**src/rtl/usb_link_pkg.sv**
```systemverilog
package usb_link_pkg;

    localparam int FRAME_W = 11;
    localparam int ADDR_W  = 7;

    typedef enum logic [2:0] {
        LS_DISC         = 3'd0,
        LS_POWERED      = 3'd1,
        LS_PWR_SUSP     = 3'd2,
        LS_ACTIVE       = 3'd3,
        LS_SUSP         = 3'd4,
        LS_ACTIVE_NOSOF = 3'd5
    } link_state_e;

    typedef struct packed {
        logic connect;
        logic disconnect;
        logic bus_reset;
        logic suspend;
        logic resume;
        logic frame;
        logic host_lost;
    } link_ev_t;

    // Suspended state reached from a given awake state.
    function automatic link_state_e suspend_target(link_state_e s);
        return (s == LS_POWERED) ? LS_PWR_SUSP : LS_SUSP;
    endfunction

    // States in which a long idle period counts as a suspend.
    function automatic logic may_suspend(link_state_e s);
        return (s == LS_POWERED) || (s == LS_ACTIVE) || (s == LS_ACTIVE_NOSOF);
    endfunction

endpackage

```
**src/rtl/link_tick_timer.sv**
```systemverilog
// Saturating microsecond-tick counter: one hit per uninterrupted run.
module link_tick_timer #(
    parameter int unsigned LIMIT = 3
) (
    input  logic clk,
    input  logic rst,
    input  logic tick_i,
    input  logic run_i,
    output logic hit_o
);
    localparam int CW = $clog2(LIMIT + 1);
    localparam logic [CW-1:0] LAST = CW'(LIMIT - 1);
    localparam logic [CW-1:0] TOP  = CW'(LIMIT);

    logic [CW-1:0] cnt_q;

    always_ff @(posedge clk) begin
        if (rst || !run_i) begin
            cnt_q <= '0;
        end else if (tick_i && (cnt_q != TOP)) begin
            cnt_q <= cnt_q + 1'b1;
        end
    end

    assign hit_o = run_i && tick_i && (cnt_q == LAST);

    // Shared by R5, R6 and R9: the count never passes its limit.
    a_r5_cnt_bounded: assert property (@(posedge clk) disable iff (rst)
        cnt_q <= TOP);

    // once the limit is reached, a continued run never hits again.
    a_r6_no_rehit: assert property (@(posedge clk) disable iff (rst)
        (run_i && cnt_q == TOP) |-> !hit_o);

endmodule

```
**src/rtl/link_state_fsm.sv**
```systemverilog
module link_state_fsm
    import usb_link_pkg::*;
(
    input  logic        clk,
    input  logic        rst,
    input  logic        pwr_i,
    input  logic        se0_hit_i,
    input  logic        idle_hit_i,
    input  logic        nosof_hit_i,
    input  logic        activity_i,
    input  logic        sof_i,
    output link_state_e state_o,
    output link_ev_t    ev_d_o,
    output link_ev_t    ev_q_o
);
    link_state_e state_q, state_d;
    link_ev_t    ev_d, ev_q;

    always_comb begin
        state_d = state_q;
        ev_d    = '0;
        if (state_q == LS_DISC) begin
            if (pwr_i) begin
                state_d    = LS_POWERED;
                ev_d.connect = 1'b1;
            end
        end else if (!pwr_i) begin
            state_d         = LS_DISC;
            ev_d.disconnect = 1'b1;
        end else if (se0_hit_i) begin
            state_d        = LS_ACTIVE_NOSOF;
            ev_d.bus_reset = 1'b1;
            ev_d.frame     = sof_i;
        end else begin
            ev_d.frame = sof_i;
            if (idle_hit_i && may_suspend(state_q)) begin
                state_d      = suspend_target(state_q);
                ev_d.suspend = 1'b1;
            end else begin
                unique case (state_q)
                    LS_PWR_SUSP: begin
                        if (activity_i || sof_i) state_d = LS_POWERED;
                    end
                    LS_SUSP: begin
                        if (activity_i || sof_i) begin
                            state_d     = LS_ACTIVE;
                            ev_d.resume = 1'b1;
                        end
                    end
                    LS_ACTIVE_NOSOF: begin
                        if (sof_i) state_d = LS_ACTIVE;
                    end
                    LS_ACTIVE: begin
                        if (nosof_hit_i) ev_d.host_lost = 1'b1;
                    end
                    default: ;
                endcase
            end
        end
    end

    always_ff @(posedge clk) begin
        if (rst) begin
            state_q <= LS_DISC;
            ev_q    <= '0;
        end else begin
            state_q <= state_d;
            ev_q    <= ev_d;
        end
    end

    assign state_o = state_q;
    assign ev_d_o  = ev_d;
    assign ev_q_o  = ev_q;

    a_r1_legal_state: assert property (@(posedge clk) disable iff (rst)
        state_q inside {LS_DISC, LS_POWERED, LS_PWR_SUSP, LS_ACTIVE, LS_SUSP, LS_ACTIVE_NOSOF});

    a_r2_connect_lands_powered: assert property (@(posedge clk) disable iff (rst)
        ev_q.connect |-> state_q == LS_POWERED);

    a_r3_power_loss: assert property (@(posedge clk) disable iff (rst)
        !pwr_i |=> state_q == LS_DISC);

    a_r5_reset_enters_nosof: assert property (@(posedge clk) disable iff (rst)
        ev_q.bus_reset |-> state_q == LS_ACTIVE_NOSOF);

    a_r6_suspend_target: assert property (@(posedge clk) disable iff (rst)
        ev_q.suspend |-> (state_q == LS_PWR_SUSP || state_q == LS_SUSP));

    a_r7_resume_from_susp: assert property (@(posedge clk) disable iff (rst)
        ev_q.resume |-> (state_q == LS_ACTIVE && $past(state_q) == LS_SUSP));

    a_r12_link_events_exclusive: assert property (@(posedge clk) disable iff (rst)
        $onehot0({ev_q.connect, ev_q.disconnect, ev_q.bus_reset}));

endmodule

```
**src/rtl/link_status_regs.sv**
```systemverilog
module link_status_regs
    import usb_link_pkg::*;
(
    input  logic               clk,
    input  logic               rst,
    input  link_ev_t           ev_d_i,
    input  logic [FRAME_W-1:0] sof_frame_i,
    input  logic               addr_wr_i,
    input  logic [ADDR_W-1:0]  addr_i,
    output logic [FRAME_W-1:0] frame_o,
    output logic               host_lost_o,
    output logic [ADDR_W-1:0]  addr_o
);
    logic [FRAME_W-1:0] frame_q;
    logic               lost_q;
    logic [ADDR_W-1:0]  addr_q;

    always_ff @(posedge clk) begin
        if (rst) begin
            frame_q <= '0;
            lost_q  <= 1'b0;
            addr_q  <= '0;
        end else begin
            if (ev_d_i.frame) frame_q <= sof_frame_i;

            if (ev_d_i.host_lost) begin
                lost_q <= 1'b1;
            end else if (ev_d_i.frame || ev_d_i.bus_reset || ev_d_i.disconnect) begin
                lost_q <= 1'b0;
            end

            if (ev_d_i.bus_reset) begin
                addr_q <= '0;
            end else if (addr_wr_i) begin
                addr_q <= addr_i;
            end
        end
    end

    assign frame_o     = frame_q;
    assign host_lost_o = lost_q;
    assign addr_o      = addr_q;

    a_r11_write_loads: assert property (@(posedge clk) disable iff (rst)
        (addr_wr_i && !ev_d_i.bus_reset) |=> addr_q == $past(addr_i));

    a_r9_flag_holds: assert property (@(posedge clk) disable iff (rst)
        (lost_q && !ev_d_i.frame && !ev_d_i.bus_reset && !ev_d_i.disconnect) |=> lost_q);

endmodule

```
**src/rtl/usb_link_tracker.sv**
```systemverilog
module usb_link_tracker
    import usb_link_pkg::*;
#(
    parameter int unsigned SE0_TICKS  = 3,
    parameter int unsigned IDLE_TICKS = 3000,
    parameter int unsigned SOF_TICKS  = 4096
) (
    input  logic               clk,
    input  logic               rst,
    input  logic               tick_us,
    input  logic               vbus_sense,
    input  logic               pwr_ovr_en,
    input  logic               pwr_ovr_val,
    input  logic               line_se0,
    input  logic               line_idle,
    input  logic               line_activity,
    input  logic               sof_valid,
    input  logic [FRAME_W-1:0] sof_frame,
    input  logic               addr_wr,
    input  logic [ADDR_W-1:0]  addr_wdata,
    output logic               sense_raw,
    output logic [2:0]         link_state,
    output logic [FRAME_W-1:0] frame_num,
    output logic               host_lost,
    output logic [ADDR_W-1:0]  dev_addr,
    output logic               ev_connect,
    output logic               ev_disconnect,
    output logic               ev_link_reset,
    output logic               ev_suspend,
    output logic               ev_resume,
    output logic               ev_frame,
    output logic               ev_host_lost
);
    logic        pwr_eff;
    logic        se0_hit, idle_hit, nosof_hit;
    link_state_e state;
    link_ev_t    ev_d, ev_q;

    assign pwr_eff   = pwr_ovr_en ? pwr_ovr_val : vbus_sense;
    assign sense_raw = vbus_sense;

    link_tick_timer #(.LIMIT(SE0_TICKS)) u_se0_timer (
        .clk    (clk),
        .rst    (rst),
        .tick_i (tick_us),
        .run_i  (line_se0),
        .hit_o  (se0_hit)
    );

    link_tick_timer #(.LIMIT(IDLE_TICKS)) u_idle_timer (
        .clk    (clk),
        .rst    (rst),
        .tick_i (tick_us),
        .run_i  (line_idle && !line_activity && !sof_valid),
        .hit_o  (idle_hit)
    );

    link_tick_timer #(.LIMIT(SOF_TICKS)) u_sof_timer (
        .clk    (clk),
        .rst    (rst),
        .tick_i (tick_us),
        .run_i  ((state == LS_ACTIVE) && !sof_valid),
        .hit_o  (nosof_hit)
    );

    link_state_fsm u_fsm (
        .clk         (clk),
        .rst         (rst),
        .pwr_i       (pwr_eff),
        .se0_hit_i   (se0_hit),
        .idle_hit_i  (idle_hit),
        .nosof_hit_i (nosof_hit),
        .activity_i  (line_activity),
        .sof_i       (sof_valid),
        .state_o     (state),
        .ev_d_o      (ev_d),
        .ev_q_o      (ev_q)
    );

    link_status_regs u_regs (
        .clk         (clk),
        .rst         (rst),
        .ev_d_i      (ev_d),
        .sof_frame_i (sof_frame),
        .addr_wr_i   (addr_wr),
        .addr_i      (addr_wdata),
        .frame_o     (frame_num),
        .host_lost_o (host_lost),
        .addr_o      (dev_addr)
    );

    assign link_state    = state;
    assign ev_connect    = ev_q.connect;
    assign ev_disconnect = ev_q.disconnect;
    assign ev_link_reset = ev_q.bus_reset;
    assign ev_suspend    = ev_q.suspend;
    assign ev_resume     = ev_q.resume;
    assign ev_frame      = ev_q.frame;
    assign ev_host_lost  = ev_q.host_lost;

    a_r4_override_off: assert property (@(posedge clk) disable iff (rst)
        (pwr_ovr_en && !pwr_ovr_val) |=> link_state == 3'd0);

    a_r8_frame_capture: assert property (@(posedge clk) disable iff (rst)
        ev_frame |-> frame_num == $past(sof_frame));

    a_r9_flag_rise: assert property (@(posedge clk) disable iff (rst)
        $rose(host_lost) |-> ev_host_lost);

    a_r10_sof_beats_timeout: assert property (@(posedge clk) disable iff (rst)
        sof_valid |=> !ev_host_lost);

    a_r11_reset_clears_addr: assert property (@(posedge clk) disable iff (rst)
        ev_link_reset |-> dev_addr == '0);

endmodule

```
**config.mk**
```make
export PLATFORM = sky130hd
export DESIGN_NAME = usb_link_tracker
export DESIGN_NICKNAME = d
export VERILOG_FILES = /design/src/rtl/usb_link_pkg.sv /design/src/rtl/link_tick_timer.sv /design/src/rtl/link_state_fsm.sv /design/src/rtl/link_status_regs.sv /design/src/rtl/usb_link_tracker.sv
export SDC_FILE = /design/constraint.sdc
export NUM_CORES = 1
export LEC_CHECK = 0
export CORE_MARGIN = 3
export CORE_UTILIZATION = 40
export CTS_CLUSTER_SIZE = 14
export DETAILED_ROUTE_END_ITERATION = 16
export GPL_TIMING_DRIVEN = 1
export PLACE_DENSITY = 0.66
export SETUP_SLACK_MARGIN = 0.2
export SLEW_MARGIN = 20
export SYNTH_ARGS = -nofsm -noshare
export SYNTH_HDL_FRONTEND = slang
export SYNTH_SLANG_ARGS = --single-unit
```
**constraint.sdc**
```tcl
create_clock -name clk -period 2.5 [get_ports clk]
set_input_delay 0.5 -clock clk [delete_from_list [all_inputs] [get_ports clk]]
set_output_delay 0.5 -clock clk [all_outputs]
set_load 0.01 [all_outputs]
```
==> flow_summary.yaml <==
logic_synthesis:
  yosysTopAreaCellShare: 0.448
  netlist_top_cells_area: "dfxtp_1, mux2i_1, nor2_1"
  syn_nets: 304
  synth-seq-cells: 56
  avgSynthCellArea_sq_um: 9.31
  synth.distinct_cells: 49
  ys_seq_area_frac: 0.448
  synth_warnings: 0
  synth_top_area_cell: "dfxtp_1"
  netlist_area_sq_mm: 0.00250
  syn_inst: 269
critical_path:
  cp.required_ps: 2000
  start_kind: "flop"
  critPathKind: "flop to primary output"
  worstSetupPathDepth: 1
  crit_arrival_ps: 1570
  setup.worst_path.end: "link_state[2]"
  rr_startpoint: "u_fsm.state_o[2]"
  worst_path_max_delay_cell: "clkdlybuf4s50_1"
  reg2reg_depth: 4
  r2r_slack_ps: 600
  path_cells: "clkdlybuf4s50_1"
  startpoint: "u_fsm.state_o[2]"
  cp_top_family: "buffers and inverters"
  crit_path_end_kind: "primary output"
  cp_slowest_stage_delay_ps: 640
  worstReg2RegEnd: "u_regs.host_lost_o"
  cp_max_fo: 13
  path_buf_inv: 1
floorplanning:
  fp.dieW_um: 85.1
  fp.dieArea_sq_mm: 0.00724
  core.rowCount: 28
  pin_count: 59
  die_h_um: 85.1
  initial_core_util: 0.418
  core_region_area_sq_mm: 0.00599
clocking:
  cts_resized: 0
  cts_tree: "built"
  cts_setup_buffers: 0
  clk_pin_slew_ps: 100
  cts_max_path_buffers: 2
  cts-root-buf: "clkbuf_8"
  clkSinkCount: 56
  htree_levels: 2
  cts_hold_buf: 0
  cts_inserted_buffers: 5
  clk-insertion-delay-late_ps: 310
global_route:
  antenna_found_initial: 0
  track_usage: 0.149
  grt_pass1_wl_um: 9030
  grt_remaining_overflow: 0
  first_global_vias: 2020
  grt_max_degree: 23
cells_and_area:
  layout.nets: 367
  syn2layout_area_growth_pct: 30.8
  n_fill_cell: 552
  drive_gt1_frac: 0.0871
  num_antenna_cells: 0
  utilization: 0.547
timing:
  fin_skew_ps: 8.09
  fin_crit_ps: 2070
  rsz0062_at_grt: "false"
  final-setup-viol-count: 0
  slew_violations: 0
  fmax_mhz: 484
  relSlewSlack: 0.683
  fin_crit_sh: 0.827
  hold_violations: 0
  tns_ps: 0
  tightest_slew_ps: 475
run:
  drv_cap: 0
routing:
  drt_first_pass_iters: 4
  viasPerCell: 5.08
  wirelength_um: 5260
  drt_iter0_markers: 113
  postRouteAntennaNets: 0
  via_count: 2073
  wire_per_inst_um: 12.9
  drcViolationCount: 0
place:
  routabilityCongestion: 0.783
  portBuffers: 58
  dp_hpwl_um: 3870
power:
  peakVddDrop_mv: 0.259
  leakage_nw: 1.19
  power.density_mw_per_mm2: 484
worst_hold_path:
  hp-class: "flop to flop"
status:
  outcome: "complete, no violations"
## power by group
part	leakage (nW)	internal [mW]	total (mW)	switching [mW]
Clock	0.0404	0.199	0.499	0.300
Sequential	0.454	0.908	0.918	0.0102
Combinational	0.697	0.103	0.169	0.0667
## logic make-up (layout without fill, tap and decap cells)
kind of cell	Yosys count	after routing	synth area share
compound gates	25	25	0.0845
xor+xnor	19	19	0.0665
fa+ha+maj	6	6	0.0300
buf+inv	23	87	0.0415
flops	56	56	0.448
mux	22	22	0.0885
simple gates	118	118	0.241
## registers in the layout, indices dropped and copies added (netlist names)
signal / count
u_fsm.ev_q_o: 7
u_se0_timer.cnt_q: 2
u_regs.addr_o: 7
u_regs.host_lost_o: 1
u_idle_timer.cnt_q: 12
u_sof_timer.cnt_q: 13
u_fsm.state_o: 3
u_regs.frame_o: 11
## worst reg2reg max path, stage by stage (launching register included)
cell and delay [ps]:
dfxtp_1 620, nor3_2 130, or4_4 550, or3_1 360, o31ai_2 170
## final cells by class
cell class | instances | area [sq um] | share of cell area
clock inverters | 3 | 23.8 | 0.00726
flip-flops and latches | 56 | 1120 | 0.342
well taps | 75 | 93.8 | 0.0286
repair buffers | 66 | 641 | 0.196
multi-input cells | 190 | 1280 | 0.390
clock buffers | 5 | 68.8 | 0.0210
inverters | 13 | 48.8 | 0.0149
## per-stage QoR
stage	setup slack, ps	hold WS, ps	cells	instance area (sq um)	power [mW]
after floorplan	671	466	269	2500	1.01
after global placement	180	473	400	3180	1.11
after detailed placement	140	484	400	3180	1.11
after CTS	420	507	408	3280	1.61
after global routing	319	525	408	3280	1.66
final	432	503	408	3280	1.59
## worst min-delay path by stage
stage | slack [ps] | end | depth (start not counted) | from
floorplan | 470 | u_idle_timer.cnt_q[6] | 2 | u_idle_timer.cnt_q[6]
detailed placement | 480 | u_regs.frame_o[6] | 2 | u_regs.frame_o[6]
global route | 530 | u_regs.host_lost_o | 2 | u_regs.host_lost_o
CTS | 510 | u_regs.host_lost_o | 2 | u_regs.host_lost_o
global placement | 470 | u_regs.frame_o[4] | 2 | u_regs.frame_o[4]
finish | 500 | u_regs.addr_o[2] | 2 | u_regs.addr_o[2]
## routing by layer
metal	wire (um)	GRT usage
met2	2300	0.239
met4	59	0.0432
met3	388	0.0398
met5	0	0
met1	2510	0.198
## Yosys cell counts (all sizes together)
library cell / instances
o21ai: 5
or3: 5
or4b: 1
ha: 6
a221oi: 1
a2111oi: 1
nor4: 4
nor2: 50
a211o: 1
mux2: 1
mux2i: 21
xor2: 5
o21bai: 1
nand4: 7
or2: 3
or4: 2
nand3: 8
a31oi: 2
clkbuf: 4
a311o: 1
xnor2: 14
o41ai: 1
a2bb2oi: 1
buf: 6
and3: 2
nand2: 11
or3b: 3
nand4b: 2
a21oi: 6
a211oi: 2
nor4b: 2
nand2b: 2
and2: 1
o31ai: 2
inv: 13
nand3b: 2
nor3b: 1
o31a: 1
and4: 1
nor3: 11
dfxtp: 56
## placed cells by master (no fill, tap or decap), types with 2 or more instances in the layout
master,synthesis,layout
nand4_1,7,7
nand2b_1,2,2
nand4b_1,2,2
a211oi_1,2,2
nand2_1,11,11
clkbuf_8,0,5
ha_1,6,6
nor2_1,50,50
and3_1,2,2
o21ai_0,5,5
or3_1,5,5
nand3_1,8,8
xor2_1,5,5
clkinvlp_4,0,2
nor3_1,10,10
nor4b_1,2,2
or3b_2,2,2
a31oi_1,2,2
buf_4,3,8
inv_1,13,13
xnor2_1,14,14
nor4_1,4,4
or2_2,2,2
nand3b_1,2,2
a21oi_1,6,6
dfxtp_1,56,56
clkdlybuf4s50_1,0,58
mux2i_1,21,21
Power figures use the tool's default switching activity.
